[config.mk]
export PLATFORM = sky130hd
export DESIGN_NAME = ofb_modal_ctrl
export DESIGN_NICKNAME = d
export VERILOG_FILES = /design/src/rtl/ofb_pkg.sv /design/src/rtl/ofb_coef_bank.sv /design/src/rtl/ofb_mac.sv /design/src/rtl/ofb_modal_ctrl.sv
export SDC_FILE = /design/constraint.sdc
export NUM_CORES = 2
export LEC_CHECK = 0
export BUFFER_PORTS_ARGS = -buffer_cell sky130_fd_sc_hd__buf_4
export CAP_MARGIN = 0
export CORE_ASPECT_RATIO = 2
export CORE_MARGIN = 3
export CORE_UTILIZATION = 69
export DETAILED_ROUTE_END_ITERATION = 8
export PLACE_DENSITY = 0.87
export SYNTH_ARGS = -nofsm -noshare
export SYNTH_HDL_FRONTEND = slang
export SYNTH_SLANG_ARGS = --single-unit
[constraint.sdc]
create_clock -name clk -period 48.2 [get_ports clk]
set_input_delay 0 -clock clk [delete_from_list [all_inputs] [get_ports clk]]
set_output_delay 0 -clock clk [all_outputs]
set_load 0.02 [all_outputs]
[src/rtl/ofb_pkg.sv]
package ofb_pkg;

  typedef enum logic [2:0] {
    ST_IDLE,
    ST_PROJ,
    ST_WGT,
    ST_PINT,
    ST_PPROP,
    ST_BACK,
    ST_HOLD
  } ofb_state_e;

  localparam logic [2:0] SEL_GOLD = 3'd0;
  localparam logic [2:0] SEL_UT   = 3'd1;
  localparam logic [2:0] SEL_WGT  = 3'd2;
  localparam logic [2:0] SEL_KP   = 3'd3;
  localparam logic [2:0] SEL_KI   = 3'd4;
  localparam logic [2:0] SEL_V    = 3'd5;

  function automatic int idx_bits(input int depth);
    return (depth > 1) ? $clog2(depth) : 1;
  endfunction

endpackage

[src/rtl/ofb_coef_bank.sv]
module ofb_coef_bank
  import ofb_pkg::*;
#(
  parameter int N      = 4,
  parameter int K      = 3,
  parameter int M      = 2,
  parameter int DW     = 16,
  parameter int CW     = 18,
  parameter int CFG_AW = 8
) (
  input  logic              clk,
  input  logic              rst_n,
  input  logic              apply_ok,
  input  logic              cfg_we,
  input  logic [2:0]        cfg_sel,
  input  logic [CFG_AW-1:0] cfg_addr,
  input  logic [CW-1:0]     cfg_data,
  input  logic [idx_bits(N)-1:0] bpm_idx,
  input  logic [idx_bits(K)-1:0] mode_idx,
  input  logic [idx_bits(M)-1:0] kick_idx,
  output logic [DW-1:0]     gold_o,
  output logic [CW-1:0]     ut_o,
  output logic [CW-1:0]     sw_o,
  output logic [CW-1:0]     kp_o,
  output logic [CW-1:0]     ki_o,
  output logic [CW-1:0]     v_o
);
  localparam int NB  = idx_bits(N);
  localparam int KB  = idx_bits(K);
  localparam int UTB = idx_bits(K*N);
  localparam int VB  = idx_bits(M*K);

  logic [N-1:0][DW-1:0]   gold_q;
  logic [K*N-1:0][CW-1:0] ut_q;
  logic [K-1:0][CW-1:0]   sw_q, kp_q, ki_q;
  logic [M*K-1:0][CW-1:0] v_q;

  logic              pend_v;
  logic [2:0]        pend_sel;
  logic [CFG_AW-1:0] pend_addr;
  logic [CW-1:0]     pend_data;

  logic              wr_v;
  logic [2:0]        wr_sel;
  int                wr_a;
  logic [CW-1:0]     wr_data;

  always_comb begin
    wr_v    = 1'b0;
    wr_sel  = pend_sel;
    wr_a    = int'(pend_addr);
    wr_data = pend_data;
    if (apply_ok && pend_v) begin
      wr_v = 1'b1;
    end else if (apply_ok && cfg_we) begin
      wr_v    = 1'b1;
      wr_sel  = cfg_sel;
      wr_a    = int'(cfg_addr);
      wr_data = cfg_data;
    end
  end

  always_ff @(posedge clk) begin
    if (!rst_n) begin
      pend_v    <= 1'b0;
      pend_sel  <= '0;
      pend_addr <= '0;
      pend_data <= '0;
    end else if (cfg_we && !(apply_ok && !pend_v)) begin
      pend_v    <= 1'b1;
      pend_sel  <= cfg_sel;
      pend_addr <= cfg_addr;
      pend_data <= cfg_data;
    end else if (apply_ok && pend_v) begin
      pend_v <= 1'b0;
    end
  end

  always_ff @(posedge clk) begin
    if (!rst_n) begin
      gold_q <= '0;
      ut_q   <= '0;
      sw_q   <= '0;
      kp_q   <= '0;
      ki_q   <= '0;
      v_q    <= '0;
    end else if (wr_v) begin
      case (wr_sel)
        SEL_GOLD: if (wr_a < N)   gold_q[NB'(wr_a)] <= wr_data[DW-1:0];
        SEL_UT:   if (wr_a < K*N) ut_q[UTB'(wr_a)]  <= wr_data;
        SEL_WGT:  if (wr_a < K)   sw_q[KB'(wr_a)]   <= wr_data;
        SEL_KP:   if (wr_a < K)   kp_q[KB'(wr_a)]   <= wr_data;
        SEL_KI:   if (wr_a < K)   ki_q[KB'(wr_a)]   <= wr_data;
        SEL_V:    if (wr_a < M*K) v_q[VB'(wr_a)]    <= wr_data;
        default: ;
      endcase
    end
  end

  logic [UTB-1:0] ut_ra;
  logic [VB-1:0]  v_ra;
  assign ut_ra = UTB'(int'(mode_idx) * N + int'(bpm_idx));
  assign v_ra  = VB'(int'(kick_idx) * K + int'(mode_idx));

  assign gold_o = gold_q[bpm_idx];
  assign ut_o   = ut_q[ut_ra];
  assign sw_o   = sw_q[mode_idx];
  assign kp_o   = kp_q[mode_idx];
  assign ki_o   = ki_q[mode_idx];
  assign v_o    = v_q[v_ra];


  store_frozen_chk: assert property (@(posedge clk) disable iff (!rst_n)
    !apply_ok |=> $stable({gold_q, ut_q, sw_q, kp_q, ki_q, v_q}));

endmodule

[src/rtl/ofb_mac.sv]
module ofb_mac #(
  parameter int IW = 32,
  parameter int CW = 18,
  parameter int AW = 53
) (
  input  logic                 clk,
  input  logic                 rst_n,
  input  logic                 en,
  input  logic                 first,
  input  logic signed [IW-1:0] a,
  input  logic signed [CW-1:0] b,
  output logic signed [AW-1:0] sum_o
);
  logic signed [IW+CW-1:0] prod;
  logic signed [AW-1:0]    acc_q;

  assign prod  = a * b;
  assign sum_o = (first ? '0 : acc_q) + AW'(prod);

  always_ff @(posedge clk) begin
    if (!rst_n)  acc_q <= '0;
    else if (en) acc_q <= sum_o;
  end
endmodule

[src/rtl/ofb_modal_ctrl.sv]
module ofb_modal_ctrl
  import ofb_pkg::*;
#(
  parameter int N      = 4,
  parameter int K      = 3,
  parameter int M      = 2,
  parameter int DW     = 16,
  parameter int CW     = 18,
  parameter int FRAC   = 12,
  parameter int IW     = 32,
  parameter int OW     = 18,
  parameter int CFG_AW = 8
) (
  input  logic              clk,
  input  logic              rst_n,
  input  logic              loop_on,
  input  logic              in_valid,
  output logic              in_ready,
  input  logic [N*DW-1:0]   orbit_i,
  output logic              out_valid,
  input  logic              out_ready,
  output logic [M*OW-1:0]   kick_o,
  input  logic              cfg_we,
  input  logic [2:0]        cfg_sel,
  input  logic [CFG_AW-1:0] cfg_addr,
  input  logic [CW-1:0]     cfg_data
);
  localparam int NB = idx_bits(N);
  localparam int KB = idx_bits(K);
  localparam int MB = idx_bits(M);
  localparam int AW = IW + CW + idx_bits((N > K) ? N : K) + 1;
  localparam longint OMAX_L = (longint'(1) << (OW - 1)) - 1;
  localparam longint OMIN_L = -(longint'(1) << (OW - 1));
  localparam logic signed [AW-1:0] OMAX_A = AW'(OMAX_L);
  localparam logic signed [AW-1:0] OMIN_A = AW'(OMIN_L);

  ofb_state_e state_q;
  logic [NB-1:0] i_q;
  logic [KB-1:0] k_q;
  logic [MB-1:0] j_q;
  logic          on_q;
  logic [N-1:0][DW-1:0] orb_q;
  logic [K-1:0][IW-1:0] mode_q;
  logic [K-1:0][IW-1:0] integ_q;
  logic [M-1:0][OW-1:0] kick_q;

  logic [DW-1:0] gold_w;
  logic [CW-1:0] ut_w, sw_w, kp_w, ki_w, v_w;
  logic apply_ok;

  assign apply_ok  = (state_q == ST_IDLE) || (state_q == ST_HOLD);
  assign in_ready  = (state_q == ST_IDLE);
  assign out_valid = (state_q == ST_HOLD);

  ofb_coef_bank #(.N(N), .K(K), .M(M), .DW(DW), .CW(CW), .CFG_AW(CFG_AW)) u_bank (
    .clk(clk), .rst_n(rst_n), .apply_ok(apply_ok),
    .cfg_we(cfg_we), .cfg_sel(cfg_sel), .cfg_addr(cfg_addr), .cfg_data(cfg_data),
    .bpm_idx(i_q), .mode_idx(k_q), .kick_idx(j_q),
    .gold_o(gold_w), .ut_o(ut_w), .sw_o(sw_w), .kp_o(kp_w), .ki_o(ki_w), .v_o(v_w)
  );

  // operand selection for the shared multiplier
  logic signed [DW:0]    err;
  logic signed [IW-1:0]  mac_a;
  logic signed [CW-1:0]  mac_b;
  logic signed [AW-1:0]  sum;
  logic signed [AW-1:0]  scaled;
  logic signed [IW-1:0]  scaled_iw;
  logic                  mac_en, mac_first;
  logic [OW-1:0]         sat_v;

  assign err = $signed({orb_q[i_q][DW-1], orb_q[i_q]}) - $signed({gold_w[DW-1], gold_w});

  always_comb begin
    mac_a     = $signed(mode_q[k_q]);
    mac_b     = $signed(v_w);
    mac_first = 1'b1;
    mac_en    = 1'b1;
    case (state_q)
      ST_PROJ:  begin mac_a = IW'(err); mac_b = $signed(ut_w); mac_first = (i_q == '0); end
      ST_WGT:   mac_b = $signed(sw_w);
      ST_PINT:  mac_b = $signed(ki_w);
      ST_PPROP: mac_b = $signed(kp_w);
      ST_BACK:  mac_first = (k_q == '0);
      default:  mac_en = 1'b0;
    endcase
  end

  ofb_mac #(.IW(IW), .CW(CW), .AW(AW)) u_mac (
    .clk(clk), .rst_n(rst_n), .en(mac_en), .first(mac_first),
    .a(mac_a), .b(mac_b), .sum_o(sum)
  );

  assign scaled    = sum >>> FRAC;
  assign scaled_iw = scaled[IW-1:0];
  assign sat_v     = (scaled > OMAX_A) ? OW'(OMAX_L) :
                     (scaled < OMIN_A) ? OW'(OMIN_L) : scaled[OW-1:0];

  logic last_i, last_k, last_j;
  assign last_i = (i_q == NB'(N - 1));
  assign last_k = (k_q == KB'(K - 1));
  assign last_j = (j_q == MB'(M - 1));

  always_ff @(posedge clk) begin
    if (!rst_n) begin
      state_q <= ST_IDLE;
      i_q     <= '0;
      k_q     <= '0;
      j_q     <= '0;
      on_q    <= 1'b0;
      orb_q   <= '0;
      mode_q  <= '0;
      integ_q <= '0;
      kick_q  <= '0;
    end else begin
      case (state_q)
        ST_IDLE: if (in_valid) begin
          orb_q   <= orbit_i;
          on_q    <= loop_on;
          i_q     <= '0;
          k_q     <= '0;
          j_q     <= '0;
          state_q <= ST_PROJ;
        end
        ST_PROJ: begin
          if (last_i) begin
            mode_q[k_q] <= scaled_iw;
            i_q         <= '0;
            k_q         <= last_k ? '0 : k_q + 1'b1;
            if (last_k) state_q <= ST_WGT;
          end else begin
            i_q <= i_q + 1'b1;
          end
        end
        ST_WGT, ST_PINT, ST_PPROP: begin
          if (state_q == ST_WGT) mode_q[k_q] <= scaled_iw;
          if (state_q == ST_PINT && on_q) integ_q[k_q] <= $signed(integ_q[k_q]) + scaled_iw;
          if (state_q == ST_PPROP) mode_q[k_q] <= scaled_iw + $signed(integ_q[k_q]);
          k_q <= last_k ? '0 : k_q + 1'b1;
          if (last_k) begin
            state_q <= (state_q == ST_WGT)  ? ST_PINT :
                       (state_q == ST_PINT) ? ST_PPROP : ST_BACK;
          end
        end
        ST_BACK: begin
          if (last_k) begin
            kick_q[j_q] <= on_q ? sat_v : '0;
            k_q         <= '0;
            j_q         <= last_j ? '0 : j_q + 1'b1;
            if (last_j) state_q <= ST_HOLD;
          end else begin
            k_q <= k_q + 1'b1;
          end
        end
        ST_HOLD: if (out_ready) state_q <= ST_IDLE;
        default: state_q <= ST_IDLE;
      endcase
      if (!loop_on) integ_q <= '0;
    end
  end

  for (genvar g = 0; g < M; g++) begin : g_kick
    assign kick_o[g*OW +: OW] = kick_q[g];
  end


  hold_chk: assert property (@(posedge clk) disable iff (!rst_n)
    out_valid && !out_ready |=> out_valid && $stable(kick_o));


  busy_chk: assert property (@(posedge clk) disable iff (!rst_n)
    in_valid && in_ready |=> !in_ready);


  integ_clr_chk: assert property (@(posedge clk) disable iff (!rst_n)
    !loop_on |=> (integ_q == '0));


  off_zero_chk: assert property (@(posedge clk) disable iff (!rst_n)
    $rose(out_valid) && !on_q |-> (kick_o == '0));

endmodule

==> results.tsv <==
stage	metric	value	unit
status	status	finished, violations left	
status	failing checks	design-rule violations, max-capacitance violations, max-slew violations	
placement	PortBufs	136	
clocking	clock slew seen by the registers of the worst setup and hold paths	0.07	ns
clocking	CTS resizes	0	
hold_path	hold crit path type	in -> reg	
global_route	largest net degree at the start of global routing	168	
worst_setup_path	worst reg2reg setup slack	31.53	ns
sta	Tcrit/Tclk final	34.6	%
sta	fmax	60.0	MHz
routing	DR vias	58600	
clocking	Root Buffer	clkbuf_16	
routing	remaining antenna violation count	0	
routing	drt initial violations	6021	
worst_setup_path	biggest cell delay along the critical path	1.03	ns
sta	RSZ-0062 raised after global routing	false	
floorplan	Initial Util	69.8	%
clocking	Hold-fix buffers, CTS	129	
global_route	vias in the first global route	59500	
routing	DR WL/cell	25.3	um
placement	Post-DP HPWL	150000	um
routing	Detailed Routing Iterations Pass 1	9	
placement	routability cong.	1.07	
worst_setup_path	WP buf/inv	7	
logic_synthesis	Synth Instances	7654	
floorplan	row count	158	
routing	Post-route DRC	1	
finish	# fillers	6436	
worst_setup_path	worst setup path class	reg -> reg	
routing	metal3 WL	21400	um
global_route	first-pass GRT wire length	342000	um
floorplan	Core Area	0.0931	sq mm
logic_synthesis	mapped cell area	0.0650	sq mm
routing	Met1 Wirelength	68000	um
worst_setup_path	Worst Path Max Fanout	54	
clocking	Worst-Skew Late Latency	0.71	ns
finish	commonest non-fill, non-tap cell in the layout	dfxtp_1	
worst_setup_path	Critical Path RT	48.73	ns
finish	nets@finish	8468	
clocking	TritonCTS clock tree	yes	
routing	Top Layer Used	met5	
logic_synthesis	post-synth cell types	95	
clocking	Clock Sink Count	934	
sta	final setup fails	0	
finish	most frequent cells in the layout	dfxtp_1, nand2_1, nor2_1, inv_1, a21oi_1	
finish	layout cells sized above 1	8.37	%
worst_setup_path	CP max-delay cell	nor2b_1	
clocking	Post-CTS Setup Bufs	0	
logic_synthesis	share of async-settable or async-resettable flops after synthesis	0	%
worst_setup_path	CP Data Arrival Time	17.21	ns
global_route	GRT Total Usage	45.4	%
routing	Total Wirelength	224000	um
routing	Via-to-Cell Ratio	6.62	
logic_synthesis	Mapped Nets	8536	
logic_synthesis	Synth Flop Type	dfxtp_1	
floorplan	die area	0.0981	sq mm
worst_setup_path	critical path capture point type	flip-flop	
floorplan	DIE WIDTH	223	um
logic_synthesis	sequential-to-total area share from yosys stat	28.8	%
worst_setup_path	most frequent CP cell	a21oi_1	
sta	skew final	0.0350	ns
routing	wire length on met2	102000	um
sta	Least-Margin Pin Slew	1.52	ns
clocking	total CTS buffers	80	
sta	Worst slew margin	-1.40	%
sta	final hold violation count	0	
logic_synthesis	#FFs+latches synth	934	
logic_synthesis	Ys Warns	0	
finish	Area Overhead vs Synth	9.19	%
sta	Setup TNS Final	0	ns
floorplan	I/O Pins	137	
sta	Final Max Tran Viols	2	
flow_run	maxcap violations	1	
logic_synthesis	Synth Area per Inst	8.49	sq um
global_route	initial antenna violation count	8	
worst_setup_path	CP delay by family, top	compound AO/OA/AOI/OAI gates	
clocking	H-tree Lvls	3	
global_route	gr ovfl total	0	
floorplan	Die H	440	um
logic_synthesis	Post-synth EDFFs	0	
clocking	CTS max path bufs	3	
sta	Tmin final	16.67	ns
worst_setup_path	Startpoint Class	flip-flop	
sequential cells by signal (all words and copies together) (netlist names):
| register | count |
|---|---|
| state_q | 3 |
| j_q | 1 |
| k_q | 2 |
| integ_q | 96 |
| mode_q | 96 |
| u_bank.sw_q | 54 |
| kick_o | 36 |
| u_bank.pend_v | 1 |
| u_bank.v_q | 108 |
| u_mac.acc_q | 53 |
| u_bank.kp_q | 54 |
| orb_q | 64 |
| u_bank.ki_q | 54 |
| i_q | 2 |
| u_bank.pend_sel | 3 |
| on_q | 1 |
| u_bank.ut_q | 216 |
| u_bank.pend_addr | 8 |
| u_bank.gold_q | 64 |
| u_bank.pend_data | 18 |
tightest hold or removal path: stages:
cell           delay, ns
dlygate4sd3_1       0.53
buf_4               0.10
nand2_1             0.04
a21oi_1             0.10
Yosys cell counts, types with 27 or more instances:
cell type / instances / area [sq um]
buf_1: 60 / 225
nor2_1: 843 / 3160
a211oi_1: 352 / 2640
o21ai_0: 196 / 981
fa_1: 558 / 11200
a21oi_1: 743 / 3720
a21o_1: 97 / 728
and2_1: 280 / 1750
o22ai_1: 129 / 807
mux4_2: 104 / 2340
xnor2_1: 93 / 815
a31oi_1: 27 / 169
nor3_1: 56 / 280
inv_1: 780 / 2930
nand3_1: 34 / 170
ha_1: 225 / 2820
xor2_1: 37 / 324
dfxtp_1: 934 / 18700
mux2i_1: 170 / 1700
nor2b_1: 49 / 307
nand2_1: 910 / 3420
nand2b_1: 73 / 457
o211ai_1: 37 / 278
o21a_1: 34 / 255
clkbuf_1: 475 / 1780
per-stage QoR:
stage | setup WS [ns] | std cells | utilization (%) | instance area [sq um] | hold WS [ns]
after floorplan | 32.99 | 7654 | - | 65000 | 0.136
after global placement | 32.31 | 8575 | 71.7 | 66800 | 0.252
after detailed placement | 31.98 | 8575 | 71.7 | 66800 | 0.260
after CTS | 31.91 | 8850 | 76.2 | 70900 | 0.0824
after global routing | 30.67 | 8852 | 76.2 | 70900 | 0.126
final | 31.53 | 8858 | 76.2 | 70900 | 0.118
worst paths after layout:
check | from | to | cells after the start
max reg2reg | i_q[1] | mode_q[31] | 60
min | orbit_i[54] | orb_q[54] | 4
min reg2reg | u_mac.acc_q[34] | u_mac.acc_q[34] | 2
max | i_q[1] | mode_q[31] | 60
cells by family (layout without fill, tap and decap cells):
kind of cell    after synthesis  in the layout  synth area share, %
xor+xnor                    132            132                 1.81
compound gates             1839           1839                 17.8
simple gates               2344           2344                 15.7
fa+ha+maj                   784            784                 21.5
flops                       934            934                 28.8
other cells                   0              8                    0
buf+inv                    1324           1320                 7.67
mux                         297            297                 6.62
metal layers:
layer / track usage, % / vias up
li1: - / 25400
met1: 45.1 / 28100
met2: 71.8 / 3612
met3: 12.8 / 1553
met4: 50.8 / 4
met5: 0 / -
final cells by class:
| type | count | area [sq um] | area share, % |
|---|---|---|---|
| Multi-Input combinational cell | 5396 | 41600 | 58.6 |
| Tap cell | 1200 | 1500 | 2.12 |
| Inverter | 782 | 2940 | 4.15 |
| Sequential cell | 934 | 18700 | 26.4 |
| Clock buffer | 105 | 2280 | 3.21 |
| Antenna cell | 8 | 20.0 | 0.0282 |
| Timing Repair Buffer | 392 | 3280 | 4.63 |
| Clock inverter | 41 | 597 | 0.841 |
Power is not shown: default switching activity piles up to over one toggle a cycle in this logic, so the estimate is an artifact.
